## config.mk

```make
export PLATFORM = sky130hd
export DESIGN_NAME = quad_seq_eval
export DESIGN_NICKNAME = d
export VERILOG_FILES = /design/src/rtl/qe_pkg.sv /design/src/rtl/qe_coef_rom.sv /design/src/rtl/qe_sequencer.sv /design/src/rtl/qe_datapath.sv /design/src/rtl/quad_seq_eval.sv
export SDC_FILE = /design/constraint.sdc
export NUM_CORES = 2
export LEC_CHECK = 0
export ABC_AREA = 1
export ABC_CLOCK_PERIOD_IN_PS = 7510
export BUFFER_PORTS_ARGS = -buffer_cell sky130_fd_sc_hd__buf_2
export CORE_UTILIZATION = 63
export DETAILED_ROUTE_END_ITERATION = 6
export GPL_TIMING_DRIVEN = 0
export PLACE_DENSITY = 0.8
export SYNTH_ARGS = -nofsm -noshare
export SYNTH_HDL_FRONTEND = slang
export SYNTH_SLANG_ARGS = --single-unit
export TNS_END_PERCENT = 10
```

## constraint.sdc

```tcl
create_clock -name clk -period 7.51 [get_ports clk]
set_clock_uncertainty 0.15 [all_clocks]
set_input_delay 0.751 -clock clk [delete_from_list [all_inputs] [get_ports clk]]
set_output_delay 0.751 -clock clk [all_outputs]
set_load 0.01 [all_outputs]
```

## src/rtl/qe_pkg.sv

```systemverilog
package qe_pkg;
   localparam int NDRV    = 4;
   localparam int DRV_X   = 0;
   localparam int DRV_MUL = 1;
   localparam int DRV_ADD = 2;
   localparam int DRV_ROM = 3;

   localparam int NREG  = 5;
   localparam int REG_A = 0;
   localparam int REG_B = 1;
   localparam int REG_C = 2;
   localparam int REG_D = 3;
   localparam int REG_Y = 4;

   localparam logic [1:0] ROM_A = 2'd0;
   localparam logic [1:0] ROM_B = 2'd1;
   localparam logic [1:0] ROM_C = 2'd2;

   typedef enum logic [3:0] {
      ST_0 = 4'd0, ST_1 = 4'd1, ST_2 = 4'd2, ST_3 = 4'd3, ST_4 = 4'd4,
      ST_5 = 4'd5, ST_6 = 4'd6, ST_7 = 4'd7, ST_8 = 4'd8, ST_9 = 4'd9,
      ST_IDLE = 4'd15
   } qe_state_t;
endpackage

```

## src/rtl/qe_coef_rom.sv

```systemverilog
module qe_coef_rom #(
   parameter int             W      = 32,
   parameter logic [W-1:0]   COEF_A = '0,
   parameter logic [W-1:0]   COEF_B = '0,
   parameter logic [W-1:0]   COEF_C = '0
) (
   input  logic [1:0]   addr,
   output logic [W-1:0] data
);
   import qe_pkg::*;

   always_comb begin
      case (addr)
         ROM_A:   data = COEF_A;
         ROM_B:   data = COEF_B;
         ROM_C:   data = COEF_C;
         default: data = '0;
      endcase
   end
endmodule

```

## src/rtl/qe_sequencer.sv

```systemverilog
module qe_sequencer
   import qe_pkg::*;
(
   input  logic             clk,
   input  logic             rst_n,
   input  logic             start,
   output logic [NDRV-1:0]  drv_en,
   output logic [NREG-1:0]  ld_en,
   output logic [1:0]       rom_addr,
   output logic             busy,
   output logic             done
);
   qe_state_t state;

   always_ff @(posedge clk or negedge rst_n) begin
      if (!rst_n) begin
         state <= ST_IDLE;
         done  <= 1'b0;
      end else begin
         done <= 1'b0;
         case (state)
            ST_IDLE: if (start) state <= ST_0;
            ST_9: begin
               state <= ST_IDLE;
               done  <= 1'b1;
            end
            default: state <= qe_state_t'(state + 4'd1);
         endcase
      end
   end

   assign busy = (state != ST_IDLE);

   always_comb begin
      drv_en   = '0;
      ld_en    = '0;
      rom_addr = ROM_A;
      case (state)
         ST_0: begin drv_en[DRV_X]   = 1'b1; ld_en[REG_C] = 1'b1; ld_en[REG_D] = 1'b1; end
         ST_1: begin drv_en[DRV_MUL] = 1'b1; ld_en[REG_C] = 1'b1; end
         ST_2: begin drv_en[DRV_ROM] = 1'b1; rom_addr = ROM_C; ld_en[REG_D] = 1'b1; end
         ST_3: begin drv_en[DRV_MUL] = 1'b1; ld_en[REG_B] = 1'b1; end
         ST_4: begin drv_en[DRV_X]   = 1'b1; ld_en[REG_C] = 1'b1; end
         ST_5: begin drv_en[DRV_ROM] = 1'b1; rom_addr = ROM_B; ld_en[REG_D] = 1'b1; end
         ST_6: begin drv_en[DRV_MUL] = 1'b1; ld_en[REG_A] = 1'b1; end
         ST_7: begin drv_en[DRV_ADD] = 1'b1; ld_en[REG_B] = 1'b1; end
         ST_8: begin drv_en[DRV_ROM] = 1'b1; rom_addr = ROM_A; ld_en[REG_A] = 1'b1; end
         ST_9: begin drv_en[DRV_ADD] = 1'b1; ld_en[REG_Y] = 1'b1; end
         default: ;
      endcase
   end
endmodule

```

## src/rtl/qe_datapath.sv

```systemverilog
module qe_datapath
   import qe_pkg::*;
#(
   parameter int           W      = 32,
   parameter logic [W-1:0] COEF_A = '0,
   parameter logic [W-1:0] COEF_B = '0,
   parameter logic [W-1:0] COEF_C = '0
) (
   input  logic             clk,
   input  logic             rst_n,
   input  logic [NDRV-1:0]  drv_en,
   input  logic [NREG-1:0]  ld_en,
   input  logic [1:0]       rom_addr,
   input  logic [W-1:0]     x_in,
   output logic [W-1:0]     y_out
);
   logic [W-1:0] regs   [NREG];
   logic [W-1:0] src    [NDRV];
   logic [W-1:0] gated  [NDRV];
   logic [W-1:0] rom_q;
   logic [W-1:0] bus;

   qe_coef_rom #(.W(W), .COEF_A(COEF_A), .COEF_B(COEF_B), .COEF_C(COEF_C)) u_rom (
      .addr (rom_addr),
      .data (rom_q)
   );

   assign src[DRV_X]   = x_in;
   assign src[DRV_MUL] = regs[REG_C] * regs[REG_D];
   assign src[DRV_ADD] = regs[REG_A] + regs[REG_B];
   assign src[DRV_ROM] = rom_q;

   for (genvar s = 0; s < NDRV; s++) begin : g_drv
      assign gated[s] = drv_en[s] ? src[s] : '0;
   end

   always_comb begin
      bus = '0;
      for (int s = 0; s < NDRV; s++) bus = bus | gated[s];
   end

   for (genvar r = 0; r < NREG; r++) begin : g_reg
      always_ff @(posedge clk or negedge rst_n) begin
         if (!rst_n)        regs[r] <= '0;
         else if (ld_en[r]) regs[r] <= bus;
      end
   end

   assign y_out = regs[REG_Y];
endmodule

```

## src/rtl/quad_seq_eval.sv

```systemverilog
module quad_seq_eval #(
   parameter int           W      = 32,
   parameter logic [W-1:0] COEF_A = W'(2),
   parameter logic [W-1:0] COEF_B = W'(4),
   parameter logic [W-1:0] COEF_C = W'(6)
) (
   input  logic         clk,
   input  logic         rst_n,
   input  logic         start,
   input  logic [W-1:0] x_in,
   output logic [W-1:0] y_out,
   output logic         done
);
   import qe_pkg::*;

   if (W < 4) begin : g_bad_width
      $error("quad_seq_eval: W must be at least 4");
   end

   logic [NDRV-1:0] drv_en;
   logic [NREG-1:0] ld_en;
   logic [1:0]      rom_addr;
   logic            busy;

   qe_sequencer u_seq (
      .clk      (clk),
      .rst_n    (rst_n),
      .start    (start),
      .drv_en   (drv_en),
      .ld_en    (ld_en),
      .rom_addr (rom_addr),
      .busy     (busy),
      .done     (done)
   );

   qe_datapath #(.W(W), .COEF_A(COEF_A), .COEF_B(COEF_B), .COEF_C(COEF_C)) u_dp (
      .clk      (clk),
      .rst_n    (rst_n),
      .drv_en   (drv_en),
      .ld_en    (ld_en),
      .rom_addr (rom_addr),
      .x_in     (x_in),
      .y_out    (y_out)
   );
endmodule

```

== After elaboration in Yosys (flattened, before gate mapping) ==
Index checks and enable logic that the tools add are counted.

* Register bits after elaboration: 165
* Latch bits: 0
* Memory bits (writable): 0
* Bits in read-only memories: 0
* Input port bits: 35
* Memories kept: 0

* Add/sub/neg operators: 2
* Multipliers: 1
* Div/mod/pow operators: 0
* Order comparisons: 0
* Equality and inequality tests: 13
* Shifts and indexed selects: 0
* Multiplexer cells: 17
* Bitwise gates (word level): 3
* Reductions and logical operators: 10

{| class="wikitable"
|+ Operators by type and width
! kind !! count
|-
| 32-bit two-way mux || 3
|-
| 32-bit bitwise OR || 3
|-
| 32-bit adder || 1
|-
| 32-bit by 32-bit multiplier with 32-bit output || 1
|-
| 4-bit by 3-bit == test with 1-bit output, second input constant || 4
|-
| 4-bit == test, second input constant || 3
|-
| 3-bit OR reduction || 4
|-
| 1-bit two-way mux || 9
|-
| 3-bit case mux with 3 select lines || 1
|-
| 4-bit by 2-bit == test with 1-bit output, second input constant || 2
|-
| 4-bit case mux with 2 select lines || 1
|-
| 2-bit OR reduction || 4
|-
| 4-bit by 1-bit adder with 4-bit output, second input constant || 1
|-
| 4-bit by 1-bit == test with 1-bit output, second input constant || 1
|-
| 4-bit logical NOT || 1
|-
| 4-bit two-way mux || 1
|-
| 2-bit case mux with 2 select lines || 1
|-
| 3-bit two-way mux || 1
|-
| 2-bit by 1-bit == test with 1-bit output, second input constant || 1
|-
| 2-bit == test, second input constant || 1
|-
| 2-bit logical NOT || 1
|-
| 2-bit inequality test, second input constant || 1
|}

== Longest topological paths before layout ==
* Word-level depth: 7
* Mapped depth: 34
* Gate-level depth less buffers: 32

== Hierarchy ==
From an unflattened synthesis, not the netlist that was laid out.

* Cell total of the unflattened synthesis: 3,547
* Area, all modules: 26,213.9 µm²

{| class="wikitable"
|+ By module, submodules not included
! module !! instances !! cells each !! area each (µm²)
|-
| qe_datapath || 1 || 3,454 || 25,507.0
|-
| qe_sequencer || 1 || 55 || 425.4
|-
| qe_coef_rom || 1 || 38 || 281.5
|}

== Worst setup path after synthesis ==
Ideal clock, no wire load.

* Kind: reg2reg
* Start point: register u_dp.regs[35] in the netlist's numbering
* End point: register u_dp.regs[158] in the netlist's numbering
* Setup time: 66 ps
* Arrival time: 6,613 ps
* Data required time: 7,294 ps
* Slack: 681 ps
* Cell stages (with the launch flop): 28
* Path buffers: 2
* Clock period less this slack: 6,829 ps
* Cells stage by stage: dfrtp_1 clkbuf_1 buf_1 nand2_1 fa_1 inv_1 fa_1 inv_1 fa_1 inv_1 fa_1 fa_1 inv_1 fa_1 inv_1 fa_1 fa_1 ha_1 inv_1 nor3_1 nand4_1 nor4_1 nand2_1 nand3_1 nand2_1 o211ai_1 nand2_1 nand2_1

* Word-level cells in the longest chain between the ends: 5

{| class="wikitable"
|+ RTL lines
! what !! RTL line !! source
|-
| start, declared || qe_datapath.sv:17 || <nowiki>logic [W-1:0] regs [NREG];</nowiki>
|-
| start signal, assigned by index || qe_datapath.sv:45 || <nowiki>else if (ld_en[r]) regs[r] <= bus;</nowiki>
|-
| 32-bit by 32-bit multiplier with 32-bit output || qe_datapath.sv:29 || <nowiki>assign src[DRV_MUL] = regs[REG_C] * regs[REG_D];</nowiki>
|-
| 32-bit two-way mux || qe_datapath.sv:34 || <nowiki>assign gated[s] = drv_en[s] ? src[s] : '0;</nowiki>
|-
| 32-bit bitwise OR (3 in series) || qe_datapath.sv:39 || <nowiki>for (int s = 0; s < NDRV; s++) bus = bus | gated[s];</nowiki>
|}

Every way passes these cells.
A chain may end at the register's enable or synchronous reset.

== Final worst setup path ==
* Start point: register u_dp.regs[36] in the netlist's numbering
* End point: register u_dp.regs (netlist bit u_dp.y_out[30])

The elaborated chain is that of the path after synthesis.

==> flow_summary_export.csv <==
group,metric,value,unit
power,combPwrFrac,80.7,%
yosys,synth-seq-cells,165,
setup_path,worst_ep_arrival_time,7.61,ns
layout,postLayoutCoreUtil,71.2,%
floorplan,chipWidth,204,µm
power,p_sw_share,57.9,%
sta,tns,0,ns
sta,post-route-period-util,98.8,%
sta,slew_viol_final,0,
floorplan,std_cell_rows,73,
detailed_routing,firstDrtPassIters,6,
grt,grt_use_total,42.0,%
floorplan,initial_core_util,64.3,%
power,powerDensity,452,nW/µm²
yosys,yosys-top-cells-count,"1236 x nand2_1, 816 x inv_1, 409 x fa_1",
setup_path,r2r_end,"u_dp.y_out[30]",
floorplan,die_area,41500,µm²
placement,placed_cells,4052,
detailed_routing,drc,0,
sta,setup_viol,0,
detailed_routing,ant_nets,0,
sta,grt_setup_unrepaired,"yes",
setup_path,r2r_start,"u_dp.regs[36]",
clocking,clkTransAtPathRegs,0.07,ns
yosys,ys.warnings.count,0,
yosys,synth.most_common_cell,"nand2_1",
power,total_power,12800,µW
grt,grt_max_degree,128,
grt,grt_pass1_vias,23505,
yosys,syn_area_per_cell,7.42,µm²
layout,final-instance-count-excl-fill,4116,
power,sequentialPowerShare,12.3,%
power,vdd_drop_max,401,µV
grt,grt_use_met2,65.3,%
flow_run,max_cap_viol_count,0,
placement,detailed_place_hpwl,67400,µm
clocking,cts_root_buffer,"clkbuf_16",
grt,use_met1,51.7,%
power,p_switching,7430,µW
detailed_routing,drt-total-wl,84400,µm
power,internal_power,5410,µW
worst_hold_path,hold_path.class,"in2async",
layout,area_growth,10.8,%
clocking,cts_tree,"built",
yosys,ys.flop_type,"dfrtp_1",
run_status,status,"complete, no violations",
detailed_routing,viasPerCell,5.62,
sta,holdWs,0.0194,ns
clocking,h-tree-depth,4,
layout,nets,4180,
setup_path,reg2reg_depth,24,
placement,place.gp.congestion,1.01,
sta,worst_pin_slew,1.23,ns
yosys,synth_cell_types,53,
yosys,netlist_instances,3459,
detailed_routing,dr_total_vias,23140,
yosys,synth.area.top_cells,"fa_1 32%, nand2_1 18%, dfrtp_1 16%, inv_1 12%, ha_1 7.8%",
floorplan,die_y,204,µm
yosys,synthArstFlopShare,100,%
yosys,syn_area,25700,µm²
clocking,cts_buffer_depth,2,
detailed_routing,wire_per_inst,20.5,µm
setup_path,required,7.70,ns
grt,busiest_layer,"met2",
sta,clock.fmax,0.135,GHz
setup_path,crit_type,"reg2reg",
floorplan,ioPinCount,68,
clocking,clkSinkCount,165,
yosys,synth-edff-count,0,
floorplan,coreArea,39900,µm²
grt,use_met3,10.4,%
power,pwr-share-clk,7.0,%
setup_path,path_max_fanout,10,
grt,grt_overflow,0,
yosys,yosys.area.top_type_share,31.9,%
sta,finalHoldViolCount,0,
yosys,syn-num-nets,4062,
grt,grt_pass1_wl,129000,µm
setup_path,crit_path_end_kind,"register",
yosys,synth-seq-area-share,16.1,%
setup_path,crit_path_start_kind,"register",
layout,drive_above_1_share,10.8,%
clocking,insertion_delay,0.45,ns
power,p_leak,0.0173,µW
sta,fin_crit,7.42,ns
setup_path,rrSetupSlack,0.09,ns
detailed_routing,drt_first_iter_violations,2222,
grt,antenna_found_initial,2,
yosys,yosysTopAreaCell,"fa_1",
placement,port_buffers,67,
clocking,cts_made_buffers,17,
sta,relSlewSlack,18.0,%
-- area by class of cell --
cell class	count	area (µm²)
Inverter	829	3110
Timing Repair Buffer	109	681
Antenna cell	1	2.50
Sequential cell	165	4160
Tap cell	525	657
Multi-Input combinational cell	2285	17900
Clock inverter	15	178
Buffer	170	1290
Fill cell	3297	11500
Clock buffer	17	425
-- logic make-up after synthesis --
family,Yosys count,share of synthesized area [%]
fa+ha+maj,568,39.7
flops,165,16.1
buf+inv,1009,15.5
xor+xnor,25,0.853
simple gates,1457,22.5
compound gates,235,5.37
-- worst max-delay path by stage --
stage	startpoint	endpoint	slack (ns)
after floorplan	u_dp.regs[35]	u_dp.regs[158]	0.68
after global placement	u_dp.regs[68]	u_dp.regs[62]	-1.36
after detailed placement	u_dp.regs[68]	u_dp.regs[158]	-1.46
after CTS	u_dp.regs[69]	u_dp.y_out[19]	-0.002
after global routing	u_dp.regs[45]	u_dp.y_out[30]	-0.11
final	u_dp.regs[36]	u_dp.y_out[30]	0.09
-- metal layers --
metal | share of wire, % | wire length, µm
met1 | 37 | 31200
met5 | 0.036 | 30
met3 | 11 | 8920
met2 | 45 | 37800
met4 | 7.7 | 6510
-- placed cells by master, fill, tap and decap left out, types with 6 or more instances in the layout --
| cell type | n |
|---|---|
| buf_2 | 87 |
| nand4_1 | 11 |
| nand3_4 | 8 |
| buf_8 | 8 |
| ha_1 | 148 |
| nand3_1 | 83 |
| xnor2_1 | 12 |
| inv_2 | 10 |
| xor2_1 | 13 |
| inv_1 | 816 |
| dfrtp_1 | 143 |
| fa_2 | 11 |
| buf_1 | 6 |
| fa_1 | 398 |
| a21o_1 | 8 |
| clkbuf_1 | 34 |
| nand3_2 | 10 |
| nor3_1 | 10 |
| or2_2 | 7 |
| nor2_1 | 61 |
| ha_4 | 7 |
| o21bai_1 | 16 |
| dfrtp_2 | 17 |
| o21ai_0 | 72 |
| buf_12 | 8 |
| a21oi_1 | 71 |
| buf_4 | 92 |
| nand2_1 | 1233 |
| nand3b_1 | 9 |
| buf_6 | 20 |
| o21ai_2 | 7 |
| a31oi_1 | 9 |
| clkbuf_16 | 17 |
| o21ai_1 | 13 |
| clkbuf_2 | 10 |
| clkbuf_4 | 11 |
-- metrics by stage --
stage | cell area [µm²] | worst slack, ns
global route | 28400 | -0.109
finish | 28400 | 0.0893
global placement | 26600 | -1.36
CTS | 27600 | -0.00189
detailed placement | 26700 | -1.46
floorplan | 25700 | 0.681
-- sequential cells by signal, summed over array words and instances, names as in the netlist --
register and cells:
u_dp.regs 128, u_dp.y_out 32, u_seq.done 1, u_seq.state 4
-- critical path: stages, from the launching register on --
cell,delay [ns]
dfrtp_2,0.50
buf_4,0.24
nand2_1,0.08
fa_1,0.48
inv_1,0.05
fa_1,0.47
inv_1,0.05
fa_1,0.53
fa_1,0.56
inv_1,0.06
fa_1,0.50
fa_1,0.61
fa_1,0.49
fa_1,0.47
ha_4,0.31
nand2_1,0.11
nor3_2,0.22
nand4_1,0.22
nor4_2,0.30
nand2_1,0.17
a21oi_2,0.27
o211ai_1,0.15
buf_4,0.19
nand2_1,0.06
nand2_1,0.05
-- power by group through the flow --
stage	sequential, µW	combinational (µW)	clock (µW)
3_5_place_dp	1510	8890	0
5_1_grt	1610	11200	945
4_1_cts	1560	9180	905
3_3_place_gp	1500	8710	0
6_report	1580	10400	903
2_1_floorplan	1410	5720	0
-- timing repair --
action / in CTS / in global routing
pin swaps: 5 / 34
gates cloned: 0 / 0
endpoints found under the setup margin: 95 / 61
setup buffers: 9 / 32
hold buffers: 0 / 0
gates resized for setup: 143 / 203
hold endpoints to repair: 0 / 0
Note: power is estimated with default switching activity, not from simulation.
